## src/rtl/bank_cmd_seq.sv

```systemverilog
module bank_cmd_seq #(
  parameter int ROW_W  = 4,
  parameter int BANK_W = 2,
  parameter int COL_W  = 4,
  parameter int DQ_W   = 8,
  parameter int T_RCD  = 3,
  parameter int T_RP   = 3,
  parameter int T_CCD  = 3,
  parameter int CL     = 3
) (
  input  logic                                      clk,
  input  logic                                      rst_n,
  input  logic                                      req_valid,
  output logic                                      req_ready,
  input  logic                                      req_write,
  input  logic [ROW_W+BANK_W+COL_W-1:0]             req_addr,
  input  logic [DQ_W-1:0]                           req_wdata,
  output logic [2:0]                                cmd_code,
  output logic [BANK_W-1:0]                         cmd_bank,
  output logic [((ROW_W > COL_W) ? ROW_W : COL_W)-1:0] cmd_addr,
  output logic [DQ_W-1:0]                           cmd_wdata,
  input  logic [DQ_W-1:0]                           dram_rdata,
  output logic                                      rd_valid,
  output logic [DQ_W-1:0]                           rd_data
);
  localparam int NB     = 1 << BANK_W;
  localparam int ADDR_W = ROW_W + BANK_W + COL_W;
  localparam int MUX_W  = (ROW_W > COL_W) ? ROW_W : COL_W;
  localparam int TMAX   = (T_RCD > T_RP) ? ((T_RCD > T_CCD) ? T_RCD : T_CCD)
                                         : ((T_RP > T_CCD) ? T_RP : T_CCD);
  localparam int TW     = $clog2(TMAX + 1);

  localparam logic [2:0] C_NOP = 3'd0;
  localparam logic [2:0] C_ACT = 3'd1;
  localparam logic [2:0] C_RD  = 3'd2;
  localparam logic [2:0] C_WR  = 3'd3;
  localparam logic [2:0] C_PRE = 3'd4;

  typedef enum logic [1:0] {S_IDLE, S_PRE, S_ACT, S_COL} st_t;

  st_t                 state;
  logic [TW-1:0]       timer;
  logic                q_write;
  logic [ROW_W-1:0]    q_row;
  logic [BANK_W-1:0]   q_bank;
  logic [COL_W-1:0]    q_col;
  logic [DQ_W-1:0]     q_wdata;
  logic [NB-1:0]       open_vld;
  logic [ROW_W-1:0]    open_row [NB];
  logic [CL:0]         rd_pipe;

  wire [ROW_W-1:0]  in_row  = req_addr[ADDR_W-1 -: ROW_W];
  wire [BANK_W-1:0] in_bank = req_addr[COL_W +: BANK_W];
  wire [COL_W-1:0]  in_col  = req_addr[COL_W-1:0];
  wire              go      = (timer == '0);
  wire              accept  = req_valid && req_ready;

  assign req_ready = (state == S_IDLE) && go;
  assign rd_valid  = rd_pipe[CL];
  assign rd_data   = dram_rdata;

  always_ff @(posedge clk) begin
    if (!rst_n) begin
      state     <= S_IDLE;
      timer     <= '0;
      q_write   <= 1'b0;
      q_row     <= '0;
      q_bank    <= '0;
      q_col     <= '0;
      q_wdata   <= '0;
      open_vld  <= '0;
      for (int b = 0; b < NB; b++) open_row[b] <= '0;
      rd_pipe   <= '0;
      cmd_code  <= C_NOP;
      cmd_bank  <= '0;
      cmd_addr  <= '0;
      cmd_wdata <= '0;
    end else begin
      cmd_code  <= C_NOP;
      cmd_bank  <= '0;
      cmd_addr  <= '0;
      cmd_wdata <= '0;
      rd_pipe   <= {rd_pipe[CL-1:0], 1'b0};
      if (!go) timer <= timer - TW'(1);
      case (state)
        S_IDLE: if (accept) begin
          q_write <= req_write;
          q_row   <= in_row;
          q_bank  <= in_bank;
          q_col   <= in_col;
          q_wdata <= req_wdata;
          if (open_vld[in_bank] && open_row[in_bank] == in_row) state <= S_COL;
          else if (open_vld[in_bank])                           state <= S_PRE;
          else                                                  state <= S_ACT;
        end
        S_PRE: if (go) begin
          cmd_code         <= C_PRE;
          cmd_bank         <= q_bank;
          open_vld[q_bank] <= 1'b0;
          timer            <= TW'(T_RP - 1);
          state            <= S_ACT;
        end
        S_ACT: if (go) begin
          cmd_code         <= C_ACT;
          cmd_bank         <= q_bank;
          cmd_addr         <= MUX_W'(q_row);
          open_vld[q_bank] <= 1'b1;
          open_row[q_bank] <= q_row;
          timer            <= TW'(T_RCD - 1);
          state            <= S_COL;
        end
        S_COL: if (go) begin
          cmd_code   <= q_write ? C_WR : C_RD;
          cmd_bank   <= q_bank;
          cmd_addr   <= MUX_W'(q_col);
          cmd_wdata  <= q_write ? q_wdata : '0;
          rd_pipe[0] <= !q_write;
          timer      <= TW'(T_CCD - 1);
          state      <= S_IDLE;
        end
        default: state <= S_IDLE;
      endcase
    end
  end

  // Shadow of the bank state seen only from the command outputs.
  logic [NB-1:0] sh_open;
  logic [7:0]    gap;
  logic [2:0]    last_cmd;
  logic [7:0]    need;

  always_comb begin
    case (last_cmd)
      C_ACT:       need = 8'(T_RCD);
      C_PRE:       need = 8'(T_RP);
      C_RD, C_WR:  need = 8'(T_CCD);
      default:     need = 8'd0;
    endcase
  end

  always_ff @(posedge clk) begin
    if (!rst_n) begin
      sh_open  <= '0;
      gap      <= '0;
      last_cmd <= C_NOP;
    end else begin
      if (cmd_code == C_ACT) sh_open[cmd_bank] <= 1'b1;
      if (cmd_code == C_PRE) sh_open[cmd_bank] <= 1'b0;
      if (cmd_code != C_NOP) begin
        last_cmd <= cmd_code;
        gap      <= 8'd1;
      end else if (gap != 8'hFF) begin
        gap <= gap + 8'd1;
      end
    end
  end

  assert_act_closed_R4: assert property (@(posedge clk) disable iff (!rst_n)
    (cmd_code == C_ACT) |-> !sh_open[cmd_bank]);
  assert_pre_open_R4: assert property (@(posedge clk) disable iff (!rst_n)
    (cmd_code == C_PRE) |-> sh_open[cmd_bank]);
  assert_col_open_R3: assert property (@(posedge clk) disable iff (!rst_n)
    (cmd_code == C_RD || cmd_code == C_WR) |-> sh_open[cmd_bank]);
  assert_spacing_R6: assert property (@(posedge clk) disable iff (!rst_n)
    (cmd_code != C_NOP) |-> (gap >= need));
  assert_rd_pulse_R8: assert property (@(posedge clk) disable iff (!rst_n)
    rd_valid |=> !rd_valid);
  assert_code_legal_R2: assert property (@(posedge clk) disable iff (!rst_n)
    cmd_code <= C_PRE);
endmodule

```

## config.mk

```make
export PLATFORM = sky130hd
export DESIGN_NAME = bank_cmd_seq
export DESIGN_NICKNAME = d
export VERILOG_FILES = /design/src/rtl/bank_cmd_seq.sv
export SDC_FILE = /design/constraint.sdc
export NUM_CORES = 1
export LEC_CHECK = 0
export BUFFER_PORTS_ARGS = -buffer_cell sky130_fd_sc_hd__buf_2
export CELL_PAD_IN_SITES_DETAIL_PLACEMENT = 1
export CELL_PAD_IN_SITES_GLOBAL_PLACEMENT = 2
export CORE_ASPECT_RATIO = 1.5
export CORE_UTILIZATION = 33
export DETAILED_ROUTE_END_ITERATION = 8
export PLACE_DENSITY_LB_ADDON = 0.1
export SLEW_MARGIN = 20
export SYNTH_ARGS = -nofsm -noshare
export SYNTH_HDL_FRONTEND = slang
export SYNTH_SLANG_ARGS = --single-unit
```

## constraint.sdc

```tcl
create_clock -name clk -period 3.7 [get_ports clk]
set_clock_uncertainty 0.2 [all_clocks]
set_input_delay 0.74 -clock clk [delete_from_list [all_inputs] [get_ports clk]]
set_output_delay 0.74 -clock clk [all_outputs]
set_load 0.02 [all_outputs]
```

==> reports/metrics.cfg <==
[route]
drt-met1-wl_mm=2.275
top_layer_used=met4
drt_iter0_drc=77
vias_per_cell=4.675
avgRoutedWirePerCell_um=14.81
wl_mm=5.881
wl_met2_mm=3.270
vias=1856
ant_nets=0
drc_errors=0
met3_length_um=232
first_pass_iters=4

[floorplanning]
rows=39
die_w_um=75.38
die_area_um2=8447
fp.dieH_um=112.1
core_area_um2=7710
io_pins=57
initial_utilization=0.3457

[setup_path]
critical-path-slowest-cell=dfxtp_1
critPathKind=reg -> out
r2r_setup_slack_ns=1.35
cp_max_fo=9
worstPathRequired_ns=2.76
reg2regPathDepth=4
crit_path_cell_trace=inv_1 -> ha_1 -> and2_1 -> buf_2
critical_path_arrival_ns=1.46
crit_start=state[1]$_SDFFE_PN0P_
cp_slowest_stage_delay_ns=0.40
critPathLaunchType=register
r2r-start=state[0]$_SDFFE_PN0P_
rr_endpoint=open_row[1][0]$_SDFFCE_PN0P_
crit_path_end_kind=output port

[layout]
seqCellArea_um2=1441
syn_to_final_growth_pct=20.33
fill_cells=890
drive_gt1_frac=0.2136
antenna_cells=0
multi_input_area_um2=1075
final_nets=329
fin_area_um2=3207

[power]
ir_drop_mv=0.2677
leakage_nw=1.325
p_per_area_nw_per_um2=677.8

[cts]
cts_tree=yes
htreeDepth=3
clock_latency_ns=0.33
cts_sinks=64
post_cts_buffers=0
post_cts_resized=0
cts-root-buf=clkbuf_16
path_clk_slew_ns=0.05
ctsHoldBuffers=0
cts_buffers=9
cts_buffer_depth=2

[synthesis]
synth_ff_type=dfxtp_1
syn-num-nets=296
synth_top_area_cell=dfxtp_1
synth.top_cell.area_share=0.3606
synth_edf_count=16
synth_cell_types=36
synth_area_um2=2665
synth_cells=257
ys_ff_latch=64
synth.area.top_cells=dfxtp_1, edfxtp_1, nand2_1, ha_1, mux4_1
ys_warn_count=0
synthArstFlopShare=0
avgSynthCellArea_um2=10.37
seq_area_frac_synth=0.5408

[global_route]
antenna_found_initial=0
grt_max_degree=31
track_usage=0.1610
grt_pass1_vias=1955
grt.overflow.total=0
grt_pass1_wl_mm=9.487

[hold_path]
hold_start=rd_pipe[1]$_SDFF_PN0_
whs_endpoint=rd_pipe[2]$_SDFF_PN0_
min_path_type=reg -> reg
holdPathStages=1

[job]
cap_violations=0

[run_status]
status=finished, final reports clean

[place]
gp_routability_congestion=0.7287
place.detailed.hpwl_mm=4.335
port_buffers=40
place_area_um2=2893

[sta]
finalCriticalPeriod_ns=2.404
drv_slew=0
period_share=0.6497
tightest_slew_ns=0.7599
rsz0062_at_grt=no
max_freq_mhz=416.0
slew_headroom=0.4934
hold_viol=0
setup_viol=0
tns_ns=0

[worst max-delay path by stage]
stage,endpoint,depth (start not counted)
final,req_ready,4
after global routing,req_ready,4
after CTS,req_ready,4
after detailed placement,open_row[1][2]$_SDFFCE_PN0P_,3
after global placement,open_row[1][3]$_SDFFCE_PN0P_,3
after floorplan,state[1]$_SDFFE_PN0P_,5
[logic make-up (layout without fill, tap and decap cells)]
| kind of cell | after synthesis | in the layout | share of synthesized area |
|---|---|---|---|
| AND/OR/NAND/NOR | 105 | 105 | 0.1803 |
| buffers and inverters | 29 | 67 | 0.05587 |
| adder cells (fa/ha/maj) | 9 | 9 | 0.04225 |
| XOR/XNOR | 4 | 4 | 0.01597 |
| AO/OA/AOI/OAI | 36 | 36 | 0.09812 |
| multiplexers | 10 | 10 | 0.06667 |
| flip-flops | 64 | 64 | 0.5408 |
[critical path, delay by kind of cell, from the launching register on]
family	cells	cell delay (ns)
buffers and inverters	2	0.25
adder cells (fa/ha/maj)	1	0.31
AND/OR/NAND/NOR	1	0.18
flip-flops	1	0.40
[Yosys cell counts, types with 5 or more instances]
master and instances:
dfxtp_1 48, nand2_1 46, nor2_1 22, edfxtp_1 16
and2_1 14, a21boi_1 10, a21boi_0 9, clkbuf_1 9
ha_1 9, inv_1 9, buf_4 8, o21ai_0 7
mux2i_1 5, nor2b_1 5
[per-layer routing]
layer | vias to the layer above | global-route usage
met5 | - | 0
met4 | 0 | 0.07160
met3 | 9 | 0.06463
met2 | 35 | 0.2833
met1 | 892 | 0.1605
li1 | 920 | -
[layout make-up]
type                            instances  area share
Sequential cell                        64      0.4495
Multi-Input combinational cell        164      0.3352
Clock buffer                           10     0.07803
Timing Repair Buffer                   42     0.06711
Tap cell                              102     0.03980
Clock inverter                          6     0.01990
Inverter                                9     0.01053
[report_power, final]
part / internal (W) / total (W) / switching [W]
Sequential: 0.000801 / 0.000852 / 0.0000507
Combinational: 0.000169 / 0.000458 / 0.000290
Clock: 0.000561 / 0.000863 / 0.000302
[sequential cells by signal (all words and copies together), names as in the netlist, named ones only]
signal     cells
q_row          4
cmd_addr       4
state          2
q_wdata        8
cmd_wdata      8
cmd_bank       2
open_row      16
q_col          4
q_write        1
rd_pipe        4
cmd_code       3
q_bank         2
timer          2
[layout by cell type (no fill, tap or decap), types with 4 or more instances in the layout]
cell       netlist  final
dfxtp_1         48     48
mux4_1           4      4
ha_1             9      9
mux2i_1          5      5
nor2b_1          5      5
a22oi_1          4      4
buf_2            2     40
and2_1          14     14
edfxtp_1        16     16
nor3_1           4      4
a21boi_1        10     10
o21ai_0          7      7
a21boi_0         9      9
nand2_1         46     46
clkbuf_16        0     10
inv_1            9      9
nor2_1          22     22
[metrics by stage]
stage / total power, W / hold WS (ns) / worst slack [ns] / std cells / util
global placement: 0.001338 / 0.2222 / 1.226 / 381 / 0.3752
finish: 0.002174 / 0.2370 / 1.296 / 397 / 0.4159
global route: 0.002312 / 0.2639 / 1.183 / 397 / 0.4159
floorplan: 0.001204 / 0.2119 / 1.595 / 257 / -
CTS: 0.002227 / 0.2441 / 1.263 / 397 / 0.4159
detailed placement: 0.001345 / 0.2307 / 1.159 / 381 / 0.3752
No activity file was read; power rests on OpenSTA's default activity.
